--- src/rtl/imp_pkg.sv ---
package imp_pkg;
  localparam int SEL_W = 2;
  localparam logic [SEL_W-1:0] SEL_DATA = 2'd0;
  localparam logic [SEL_W-1:0] SEL_LOW  = 2'd1;
  localparam logic [SEL_W-1:0] SEL_MID  = 2'd2;
  localparam logic [SEL_W-1:0] SEL_HIGH = 2'd3;
endpackage

--- src/rtl/imp_rst_sync.sv ---
module imp_rst_sync (
  input  logic clk,
  input  logic rst_n,
  output logic rst_sync_n
);
  logic [1:0] sync_q;

  always_ff @(posedge clk or negedge rst_n) begin
    if (!rst_n) sync_q <= 2'b00;
    else        sync_q <= {sync_q[0], 1'b1};
  end

  assign rst_sync_n = sync_q[1];
endmodule

--- src/rtl/imp_strobe_edge.sv ---
module imp_strobe_edge (
  input  logic clk,
  input  logic rst_n,
  input  logic strobe,
  output logic fire
);
  logic strobe_q;

  always_ff @(posedge clk or negedge rst_n) begin
    if (!rst_n) strobe_q <= 1'b0;
    else        strobe_q <= strobe;
  end

  assign fire = strobe & ~strobe_q;
endmodule

--- src/rtl/imp_ptr_reg.sv ---
module imp_ptr_reg #(
  parameter int PTR_W  = 17,
  parameter int DATA_W = 8,
  localparam int NLANES = (PTR_W + DATA_W - 1) / DATA_W
) (
  input  logic              clk,
  input  logic              rst_n,
  input  logic [NLANES-1:0] lane_wr,
  input  logic [DATA_W-1:0] wdata,
  input  logic              inc,
  output logic [PTR_W-1:0]  ptr
);
  logic [PTR_W-1:0] ptr_q;
  logic [PTR_W-1:0] ptr_d;
  logic             ptr_en;

  always_comb begin
    ptr_d = ptr_q;
    if (|lane_wr) begin
      for (int b = 0; b < PTR_W; b++) begin
        if (lane_wr[b / DATA_W]) ptr_d[b] = wdata[b % DATA_W];
      end
    end else if (inc) begin
      ptr_d = ptr_q + PTR_W'(1);
    end
  end

  assign ptr_en = (|lane_wr) | inc;

  always_ff @(posedge clk or negedge rst_n) begin
    if (!rst_n)      ptr_q <= '0;
    else if (ptr_en) ptr_q <= ptr_d;
  end

  assign ptr = ptr_q;
endmodule

--- src/rtl/imp_rd_capture.sv ---
module imp_rd_capture #(
  parameter int DATA_W = 8
) (
  input  logic              clk,
  input  logic              rst_n,
  input  logic              rd_req,
  input  logic [DATA_W-1:0] mem_rdata,
  output logic [DATA_W-1:0] rdata
);
  logic              pend_q;
  logic [DATA_W-1:0] hold_q;

  always_ff @(posedge clk or negedge rst_n) begin
    if (!rst_n) pend_q <= 1'b0;
    else        pend_q <= rd_req;
  end

  always_ff @(posedge clk or negedge rst_n) begin
    if (!rst_n)      hold_q <= '0;
    else if (pend_q) hold_q <= mem_rdata;
  end

  assign rdata = hold_q;
endmodule

--- src/rtl/indirect_mem_port.sv ---
module indirect_mem_port #(
  parameter int              PTR_W     = 17,
  parameter int              DATA_W    = 8,
  parameter int              ADDR_W    = 24,
  parameter logic [ADDR_W-1:0] BANK_BASE = 24'h7E0000
) (
  input  logic                     clk,
  input  logic                     rst_n,
  input  logic [imp_pkg::SEL_W-1:0] reg_sel,
  input  logic                     reg_wr,
  input  logic                     reg_rd,
  input  logic [DATA_W-1:0]        reg_wdata,
  output logic [DATA_W-1:0]        reg_rdata,
  output logic                     mem_req,
  output logic                     mem_we,
  output logic [ADDR_W-1:0]        mem_addr,
  output logic [DATA_W-1:0]        mem_wdata,
  input  logic [DATA_W-1:0]        mem_rdata
);
  import imp_pkg::*;

  localparam int NLANES = (PTR_W + DATA_W - 1) / DATA_W;

  logic              rst_sync_n;
  logic              strobe;
  logic              fire;
  logic              data_fire;
  logic [NLANES-1:0] lane_wr;
  logic [PTR_W-1:0]  ptr;

  imp_rst_sync u_rst (
    .clk        (clk),
    .rst_n      (rst_n),
    .rst_sync_n (rst_sync_n)
  );

  assign strobe = reg_wr | reg_rd;

  imp_strobe_edge u_edge (
    .clk    (clk),
    .rst_n  (rst_sync_n),
    .strobe (strobe),
    .fire   (fire)
  );

  assign data_fire = fire & (reg_sel == SEL_DATA);

  for (genvar g = 0; g < NLANES; g++) begin : g_lane
    assign lane_wr[g] = fire & reg_wr & (reg_sel == SEL_W'(g + 1));
  end

  imp_ptr_reg #(
    .PTR_W  (PTR_W),
    .DATA_W (DATA_W)
  ) u_ptr (
    .clk     (clk),
    .rst_n   (rst_sync_n),
    .lane_wr (lane_wr),
    .wdata   (reg_wdata),
    .inc     (data_fire),
    .ptr     (ptr)
  );

  imp_rd_capture #(
    .DATA_W (DATA_W)
  ) u_rd (
    .clk       (clk),
    .rst_n     (rst_sync_n),
    .rd_req    (data_fire & ~reg_wr),
    .mem_rdata (mem_rdata),
    .rdata     (reg_rdata)
  );

  assign mem_req   = data_fire;
  assign mem_we    = reg_wr;
  assign mem_wdata = reg_wdata;
  assign mem_addr  = BANK_BASE | ADDR_W'(ptr);
endmodule

--- config.mk ---
export PLATFORM = sky130hd
export DESIGN_NAME = indirect_mem_port
export DESIGN_NICKNAME = d
export VERILOG_FILES = /design/src/rtl/imp_pkg.sv /design/src/rtl/imp_rst_sync.sv /design/src/rtl/imp_strobe_edge.sv /design/src/rtl/imp_ptr_reg.sv /design/src/rtl/imp_rd_capture.sv /design/src/rtl/indirect_mem_port.sv
export SDC_FILE = /design/constraint.sdc
export NUM_CORES = 1
export LEC_CHECK = 0
export BUFFER_PORTS_ARGS = -buffer_cell sky130_fd_sc_hd__buf_2
export CAP_MARGIN = 20
export CORE_ASPECT_RATIO = 1.25
export CORE_MARGIN = 2
export CORE_UTILIZATION = 49
export DETAILED_ROUTE_END_ITERATION = 8
export GPL_TIMING_DRIVEN = 0
export PLACE_DENSITY = 0.84
export SYNTH_ARGS = -nofsm -noshare
export SYNTH_HDL_FRONTEND = slang
export SYNTH_SLANG_ARGS = --single-unit
--- constraint.sdc ---
create_clock -name clk -period 0.95 [get_ports clk]
set_input_delay 0.19 -clock clk [delete_from_list [all_inputs] [get_ports clk]]
set_output_delay 0.19 -clock clk [all_outputs]
set_load 0.01 [all_outputs]
== After elaboration in Yosys (flattened, before gate mapping) ==
Index checks and enable logic that the tools add are counted.

* Register bits after elaboration: 29
* Memory bits (writable): 0
* Bits in latches: 0
* Memory bits (read-only): 0
* Memories: 0
* Output and inout port bits: 42
* Input port bits: 22

* Mux-type cells: 19
* Order comparisons: 0
* Shift-type cells: 0
* Div/mod/pow operators: 0
* Bitwise logic cells: 11
* Multipliers: 0
* Add/subtract/negate cells: 1
* Reduce and logical (&&, ||, !) cells: 6
* Eq/ne operators: 6

{| class="wikitable"
|+ Operators by type and width
! kind !! count
|-
| $mux W17 || 2
|-
| $add A17 B1 Y17 const B || 1
|-
| $mux W1 || 17
|-
| $reduce_and A3 Y1 || 3
|-
| $and A1 B1 Y1 || 7
|-
| $ne A2 B2 Y1 const B || 3
|-
| $eq A2 B2 Y1 const B || 2
|-
| $reduce_or A3 Y1 || 1
|-
| $eq A2 B1 Y1 const B || 1
|-
| $logic_not A2 Y1 || 1
|-
| $not A1 Y1 || 2
|-
| $or A1 B1 Y1 || 2
|-
| $reduce_bool A2 Y1 || 1
|}

== Longest topological paths before layout ==
Gate-level depths: netlist of the first run.

* Word-level depth: 7
* Depth in mapped cells: 6

== Cells and area by module ==
Synthesis of the first run repeated with hierarchy kept, for this count alone.

* Cell total of the unflattened synthesis: 175
* Area, all modules: 1774.2 um^2

{| class="wikitable"
|+ Modules (own cells, without submodules)
! module !! cells each !! area each (um^2) !! instances !! seq. area each (um^2)
|-
| imp_ptr_reg || 128 || 1138.6 || 1 || 425.4
|-
| imp_rd_capture || 18 || 356.6 || 1 || 225.2
|-
| indirect_mem_port || 24 || 186.4 || 1 || 0.0
|-
| imp_rst_sync || 3 || 53.8 || 1 || 50.0
|-
| imp_strobe_edge || 2 || 38.8 || 1 || 25.0
|}

== Worst setup path after synthesis of the first run ==
OpenSTA, ideal clock, no wires.

* Path kind: reg2reg
* From: register u_ptr.ptr_q[0] (netlist: u_ptr.ptr[0])
* To: register u_ptr.ptr_q[16] (netlist: u_ptr.ptr[16])
* Data required time: 0.871 ns
* Arrival: 1.687 ns
* Path slack: -0.816 ns
* Stages on the path, launching flop included: 6
* Buffers on the path: 0
* Clock period less this slack: 1.766 ns
* Path through: dfrtp_1 ha_1 nand3_1 or4_4 a211oi_2 a2bb2oi_1

* Longest elaborated chain between the ends: 3

{| class="wikitable"
|+ RTL lines
! what !! RTL line !! text
|-
| from (decl) || imp_ptr_reg.sv:13 || <nowiki>logic [PTR_W-1:0] ptr_q;</nowiki>
|-
| from (signal assigned) || imp_ptr_reg.sv:32 || <nowiki>else if (ptr_en) ptr_q <= ptr_d;</nowiki>
|-
| $add A17 B1 Y17 || imp_ptr_reg.sv:24 || <nowiki>ptr_d = ptr_q + PTR_W'(1);</nowiki>
|-
| $mux W17 || imp_ptr_reg.sv:23 || <nowiki>end else if (inc) begin</nowiki>
|-
| $mux W17 || imp_ptr_reg.sv:19 || <nowiki>if (|lane_wr) begin</nowiki>
|}

Every way passes these cells. The select of a mux whose other input is x is not followed.
A chain may end at the register's enable or synchronous reset.

== Final worst setup path of the first run ==
* From: register u_ptr.ptr_q[0] (netlist: u_ptr.ptr[0])
* To: register u_ptr.ptr_q[15] (netlist: u_ptr.ptr[15])

The elaborated chain is that of the path after synthesis.

==> reports/metrics.cfg, run 1 <==
[outcome]
status=finished with violations
violations=negative setup slack

[placement]
dpl.hpwl_mm=3.13
place_area_um2=2210
pre_cts_ws_ns=-0.712
gp_congestion=0.899
io_buffers=56

[grt]
grt_pass1_wl_mm=8.89
antenna_found_initial=0
gr-total-overflow=0
first_global_vias=1850
grt_max_degree=28
grt.total_usage_pct=28.9

[final_layout]
fin_nets=314
mostFrequentLayoutCells=buf_4 (47), buf_2 (45), buf_6 (27)
final_common_cell=buf_4
drive_above_1_share_pct=72.3
syn_to_final_growth_pct=83.1
fin_util_pct=92.5
final_cell_area_um2=3170
fillerInstances=126
diodes=0

[routing]
first_iter_violations=161
drtAntennaViolNets=0
first_pass_iters=4
via_per_inst=6.20
drcViolationCount=0
vias=2052
routedWlPerCell_um=22.3
drt-total-wl_mm=7.39

[power]
p_int_mw=3.83
irDropWorstVdd_mv=2.14
p_leak_nw=1.37
clkPwrFrac_pct=19.3
power_frac_comb_pct=47.6
powerDensity_nw_per_um2=1900
seqPwrFrac_pct=33.1
swShare_pct=36.3
power_mw=6.01
switching_power_mw=2.18

[synth]
async_flop_share_pct=100
yosys_warnings=0
syn_inst=177
ys.flop_type=dfrtp_1
synth.avg_cell_area_um2=9.78
yosysSeqAreaShare_pct=41.9
synth-seq-cells=29
synth_edf_count=0
synth_area_um2=1730
ys_types=42

[min_path]
whs_endpoint=u_rd.rdata[1]
hold_path.class=in -> reg
hold_start=mem_rdata[1]
hold_depth=2

[die]
core-area_um2=3420
die_h_um=70.4
fp.dieArea_um2=4030
ios=64
initial_core_util_pct=50.5
dieWidth_um=57.2
core.rowCount=24

[cts]
clk_pin_slew_ns=0.06
cts_num_sinks=29
clk_latency_ns=0.30
numCtsBuffers=5
cts.path.max_buffers=2
cts_tree=built
clock-root-buffer=clkbuf_8
ctsHtreeMaxLevel=2

[setup_path]
crit_top_cell=buf_6
crit_family=simple AND/OR/NAND/NOR gates
r2r_cells=6
critPathLaunchType=flip-flop
end_kind=flip-flop
path_class=reg -> reg
slowest_stage=dfrtp_2
slowest_delay_ns=0.43
timing.rr.start=u_ptr.ptr[0]
arrival_ns=1.87
crit_path_max_fanout=4
worstReg2RegEnd=u_ptr.ptr[15]
r2r_slack_ns=-0.74
required_ns=1.13
worst-path-buf-inv=2
path_cells=buf_6 > buf_6 > nand4_1 > nor4_2 > a31oi_1 > o22a_1

[sta]
max_freq_mhz=592
period_minus_slack_ns=1.69
min_period_over_period_pct=178
whs_ns=0.126
slew_headroom_pct=58.2
setup_viol=44
final.setup.worst_slack_ns=-0.739
timing_worst_slew_pin_value_ns=0.628
hold_viol_final=0
fin_skew_ns=0.0101
maxSlewViolCount=0
rsz0062_at_grt=true

[flow_run]
maxCapViolations=0

-- cell usage after synthesis (2+ instances only) --
| cell | count | share of area (%) |
|---|---|---|
| conb_1 | 2 | 0.43 |
| dfrtp_1 | 29 | 42 |
| nor3_1 | 8 | 2.3 |
| a2bb2oi_1 | 6 | 3.0 |
| o21ai_0 | 6 | 1.7 |
| mux2i_1 | 2 | 1.2 |
| nor2b_1 | 3 | 1.1 |
| nor2_1 | 7 | 1.5 |
| clkbuf_1 | 7 | 1.5 |
| and4_1 | 2 | 1.0 |
| a31oi_1 | 5 | 1.8 |
| o22ai_1 | 3 | 1.1 |
| o21ai_1 | 2 | 0.58 |
| buf_6 | 3 | 2.0 |
| buf_4 | 18 | 7.8 |
| or3_1 | 2 | 0.72 |
| a41oi_1 | 3 | 1.5 |
| nor4_1 | 3 | 1.1 |
| inv_1 | 3 | 0.65 |
| o22a_1 | 7 | 3.5 |
| a21oi_1 | 12 | 3.5 |
| nand2_1 | 3 | 0.65 |
| o21a_1 | 4 | 1.7 |
| nand4_1 | 5 | 1.8 |
| nand3_1 | 8 | 2.3 |
| mux2_2 | 8 | 5.2 |
-- flip-flops by register name (all words and copies together), names as in the netlist --
register         flops
u_edge.strobe_q      1
u_rd.rdata           8
u_ptr.ptr           17
u_rst.sync_q         2
u_rd.pend_q          1
-- layout make-up --
cell class / count / area (µm²) / area share, %
Clock buffer: 7 / 96.3 / 3.04
Tap cell: 39 / 48.8 / 1.54
Buffer: 25 / 236 / 7.46
Inverter: 3 / 11.3 / 0.355
Sequential cell: 29 / 741 / 23.4
Timing Repair Buffer: 104 / 807 / 25.5
Multi-Input combinational cell: 123 / 1220 / 38.6
Clock inverter: 1 / 5.00 / 0.158
-- worst reg2reg max path, cell delays in order (launching register included) --
cell and delay, ns:
dfrtp_2 0.43, buf_6 0.12, buf_6 0.09, nand4_1 0.23, nor4_2 0.34, a31oi_1 0.16, o22a_1 0.21
-- power groups by stage --
stage	combinational, mW	sequential, mW	clock [mW]
final	2.86	1.99	1.16
after detailed placement	1.39	1.97	0
after global routing	2.99	2.01	1.22
after floorplan	0.745	2.05	0
after global placement	1.36	1.96	0
after CTS	2.04	1.94	1.14
-- worst max path at each step --
stage / startpoint / end / slack (ns) / cells past startpoint
floorplan: u_ptr.ptr[4] / u_ptr.ptr[16] / -0.62 / 5
global placement: u_ptr.ptr[8] / u_ptr.ptr[16] / -0.69 / 4
detailed placement: u_ptr.ptr[8] / u_ptr.ptr[16] / -0.71 / 4
CTS: u_ptr.ptr[4] / u_ptr.ptr[16] / -0.61 / 5
global route: u_ptr.ptr[0] / u_ptr.ptr[15] / -0.78 / 6
finish: u_ptr.ptr[0] / u_ptr.ptr[15] / -0.74 / 6
-- cells by family after synthesis --
family | count (synthesis) | synth area share [%]
simple gates | 48 | 16.0
xor+xnor | 1 | 0.506
mux | 10 | 6.36
buf+inv | 31 | 11.9
other cells | 2 | 0.434
flops | 29 | 41.9
compound gates | 55 | 22.1
fa+ha+maj | 1 | 0.723
-- layer usage --
metal | vias up | wire, µm | track usage (%)
met3 | 31 | 619 | 6.11
met5 | - | 0 | 0
li1 | 878 | - | -
met1 | 981 | 2750 | 33.9
met2 | 162 | 3710 | 47.4
met4 | 0 | 311 | 17.6
-- stage by stage --
stage | TNS (ns) | std cells
final | -14.02 | 331
after global routing | -15.35 | 331
after CTS | -11.60 | 308
after detailed placement | -17.48 | 278
after global placement | -16.66 | 278
after floorplan | -7.32 | 183
-- timing repair --
action	in CTS	in global routing
setup buffers	21	27
gates cloned	3	0
hold buffers	1	0
gates resized for setup	61	52
hold endpoints to repair	2	0
endpoints found under the setup margin	78	52
pin swaps	10	20
Note: power is estimated with default switching activity, not from simulation.
==> inputs of run 2 (changes only) <==
SYNTH_HIERARCHICAL = 1   (was unset)
==> run 2 against run 1 <==
Effect of this change: the run still ends with negative setup slack left; count of clock-buffer cells in the layout down 1; register-to-register slack worse by 0.23 ns; routed wire length down 9.9%; synthesized cell count down 1.1%; power down 7.1%; worst setup slack worse by 0.23 ns; critical endpoint is now u_ptr/ptr[5]; largest cell class unchanged; highest routed layer unchanged.
==> reports/metrics.cfg, run 2 <==
[outcome]
status=finished with violations  ; unchanged
violations=negative setup slack  ; unchanged

[synth]
synth_edf_count=0  ; unchanged
syn_inst=175  ; was 177
synth.avg_cell_area_um2=10.1  ; was 9.78 µm²
synth_fa_ha_area_share_pct=0.705  ; was 0.723%
synth_most_common_cell=dfrtp_1  ; unchanged
synth_mux_area_share_pct=8.53  ; was 6.36%
synth_area_um2=1770  ; was 1730 µm²
synthTopCellsByCount=dfrtp_1 (29), buf_4 (17), nor2_1 (15)  ; was dfrtp_1 (29), buf_4 (18), a21oi_1 (12)
yosys.area.top_type=dfrtp_1  ; unchanged
ys.flop_type=dfrtp_1  ; unchanged
yosysSeqAreaShare_pct=40.9  ; was 41.9%
async_flop_share_pct=100  ; unchanged
synth_xor_area_share_pct=0.987  ; was 0.506%
synth_top_family_by_area=simple AND/OR/NAND/NOR gates  ; was compound AO/OA/AOI/OAI gates
yosys.area_share.simple_pct=24.9  ; was 16.0%
synth-seq-cells=29  ; unchanged
synth_top_area_share_pct=40.9  ; was 41.9%
yosys_warnings=6  ; was 0
ys_top_cells_by_area=dfrtp_1 (41%), buf_4 (7.2%), mux2_4 (6.8%)  ; was dfrtp_1 (42%), buf_4 (7.8%), mux2_2 (5.2%)
ys_types=59  ; was 42
synth-compound-area-share_pct=13.6  ; was 22.1%

[power]
irDropWorstVdd_mv=2.13  ; was 2.14 mV
swShare_pct=35.0  ; was 36.3%
power_frac_comb_pct=39.6  ; was 47.6%
power_mw=5.58  ; was 6.01 mW
p_int_mw=3.63  ; was 3.83 mW
switching_power_mw=1.95  ; was 2.18 mW
p_leak_nw=1.37  ; about the same
clkPwrFrac_pct=24.6  ; was 19.3%
seqPwrFrac_pct=35.9  ; was 33.1%
powerDensity_nw_per_um2=1900  ; about the same

[setup_path]
timing.rr.start=u_edge/strobe_q  ; was u_ptr.ptr[0]
arrival_ns=2.08  ; was 1.87 ns
required_ns=1.11  ; was 1.13 ns
r2r_slack_ns=-0.97  ; was -0.74 ns
worstReg2RegEnd=u_ptr/ptr[5]  ; was u_ptr.ptr[15]
r2r_cells=8  ; was 6
path_class=reg -> reg  ; unchanged
crit_path_max_fanout=10  ; was 4
critPathLaunchType=flip-flop  ; unchanged
end_kind=flip-flop  ; unchanged

[cts]
ctsHtreeMaxLevel=2  ; unchanged
cts_num_sinks=29  ; unchanged
cts.path.max_buffers=2  ; unchanged
numCtsBuffers=5  ; unchanged
clk_latency_ns=0.30  ; about the same
clock-root-buffer=clkbuf_8  ; unchanged
cts_tree=built  ; unchanged
clk_pin_slew_ns=0.07  ; was 0.06 ns

[grt]
grt.total_usage_pct=26.7  ; was 28.9%
gr-total-overflow=0  ; unchanged
antenna_found_initial=0  ; unchanged
grt_pass1_wl_mm=8.22  ; was 8.89 mm
grt_max_degree=28  ; unchanged
first_global_vias=1686  ; was 1,850

[final_layout]
fin_util_pct=84.2  ; was 92.5%
syn_to_final_growth_pct=65.4  ; was 83.1%
fin_nets=303  ; was 314
mostFrequentLayoutCells=buf_4 (44), buf_2 (43), buf_6 (24)  ; was buf_4 (47), buf_2 (45), buf_6 (27)
diodes=0  ; unchanged
drive_above_1_share_pct=68.7  ; was 72.3%
fillerInstances=177  ; was 126
final_common_cell=buf_4  ; unchanged
largest_reg_flops=17  ; unchanged

[routing]
drcViolationCount=0  ; unchanged
vias=1966  ; was 2,052
routedWlPerCell_um=20.8  ; was 22.3 µm
via_per_inst=6.14  ; was 6.20
first_pass_iters=4  ; unchanged
drtAntennaViolNets=0  ; unchanged
drt-total-wl_mm=6.66  ; was 7.39 mm
first_iter_violations=104  ; was 161

[sta]
setup_viol=44  ; unchanged
timing_worst_slew_pin_value_ns=0.609  ; was 0.628 ns
hold_viol_final=0  ; unchanged
final.setup.worst_slack_ns=-0.966  ; was -0.739 ns
rsz0062_at_grt=true  ; unchanged
min_period_over_period_pct=202  ; was 178%
period_minus_slack_ns=1.92  ; was 1.69 ns
slew_headroom_pct=59.4  ; was 58.2%
fin_skew_ns=0.00981  ; was 0.0101 ns
max_freq_mhz=522  ; was 592 MHz
maxSlewViolCount=0  ; unchanged

[flow_run]
maxCapViolations=0  ; unchanged

[die]
initial_core_util_pct=50.9  ; was 50.5%
core-area_um2=3480  ; was 3420 µm²
core.rowCount=24  ; unchanged
fp.dieArea_um2=4120  ; was 4030 µm²
ios=64  ; unchanged
die_h_um=71.3  ; was 70.4 µm
dieWidth_um=57.8  ; was 57.2 µm

[placement]
gp_congestion=0.884  ; was 0.899
pre_cts_ws_ns=-1.13  ; was -0.712 ns
dpl.hpwl_mm=3.21  ; was 3.13 mm
io_buffers=56  ; unchanged

[min_path]
whs_endpoint=u_edge/strobe_q  ; was u_rd.rdata[1]
hold_depth=2  ; unchanged
hold_path.class=in -> reg  ; unchanged
hold_start=reg_rd  ; was mem_rdata[1]

==> run 2: cell count changes after synthesis, sizes merged, moves of 3 or more <==
cell,previous run,this run
a2bb2oi,6,1
and3,2,6
nand2,3,11
o21a,4,0
nor2,7,15
nand3,8,5
clkbuf,7,3
nor3,8,3
o22a,8,2
a31oi,5,2
a21oi,12,9
==> run 2: kinds of logic (layout without fill, tap and decap cells) <==
kind of cell,count (synthesis),in the layout
AOI/OAI and AO/OA,36,36
xor gates and xnor gates,2,2
adders and majority gates,1,1
buffers and inverters,24,124
DFF,29,29
muxes,11,11
other,3,8
and+or+nand+nor,69,70
==> run 2: worst max-delay path by stage <==
stage                                from            end  slack, ns  cells past startpoint
after detailed placement           reg_wr  u_ptr/ptr[14]      -1.13                      9
after CTS                 u_edge/strobe_q  u_ptr/ptr[14]      -0.85                      6
final                     u_edge/strobe_q   u_ptr/ptr[5]      -0.97                      8
after global routing      u_edge/strobe_q  u_ptr/ptr[14]      -1.00                      7
after floorplan                    reg_rd  u_ptr/ptr[14]      -0.86                      8
after global placement             reg_wr   u_ptr/ptr[5]      -1.14                     10
==> run 2: worst max-delay path, cell delays in order, from the launching register on <==
cell and delay (ns):
dfrtp_1 0.37, nor2b_4 0.06, and4b_2 0.26, buf_4 0.16
nor3_4 0.24, buf_6 0.20, nand2_1 0.07, o32ai_1 0.30
a21oi_1 0.12
==> run 2: through the flow <==
step	setup TNS, ns	hold slack [ns]	cells	cell area (µm²)
final	-17.71	0.108	320	2930
after global placement	-23.95	-0.0256	275	2240
after detailed placement	-24.36	-0.0214	275	2240
after floorplan	-12.71	-0.106	180	1910
after CTS	-16.11	0.109	302	2650
after global routing	-19.80	0.103	320	2930
==> run 2: cell type report <==
cell class / instances / area [µm²] / area share [%]
buffer: 21 / 184 / 6.27
tap: 39 / 48.8 / 1.66
sequential: 29 / 739 / 25.2
clock inverter: 2 / 37.5 / 1.28
inverter: 1 / 3.75 / 0.128
timing repair buffer: 94 / 687 / 23.4
clock buffer: 6 / 82.6 / 2.81
multi-input combinational: 128 / 1150 / 39.2
==> run 2: timing repair <==
item,CTS,global route
endpoints found under the setup margin,70,45
resized for setup,34,42
hold endpoints to repair,2,0
hold buffers,1,0
buffers inserted,18,18
cloned,1,1
pin swaps,9,14
==> run 2: routing by layer <==
layer  GRT usage (%)  share of wire, %
met2            44.9                50
met4            15.2               6.0
met3            5.23               7.7
met5               0                 0
met1            31.4                36
==> run 2: power groups by stage <==
stage                     Clock (mW)  Combinational (mW)  Sequential (mW)
after global routing            1.44                2.32             2.04
after global placement             0                1.31             1.91
after detailed placement           0                1.33             1.92
after floorplan                    0               0.724             1.98
final                           1.37                2.21             2.00
after CTS                       1.36                1.71             1.93
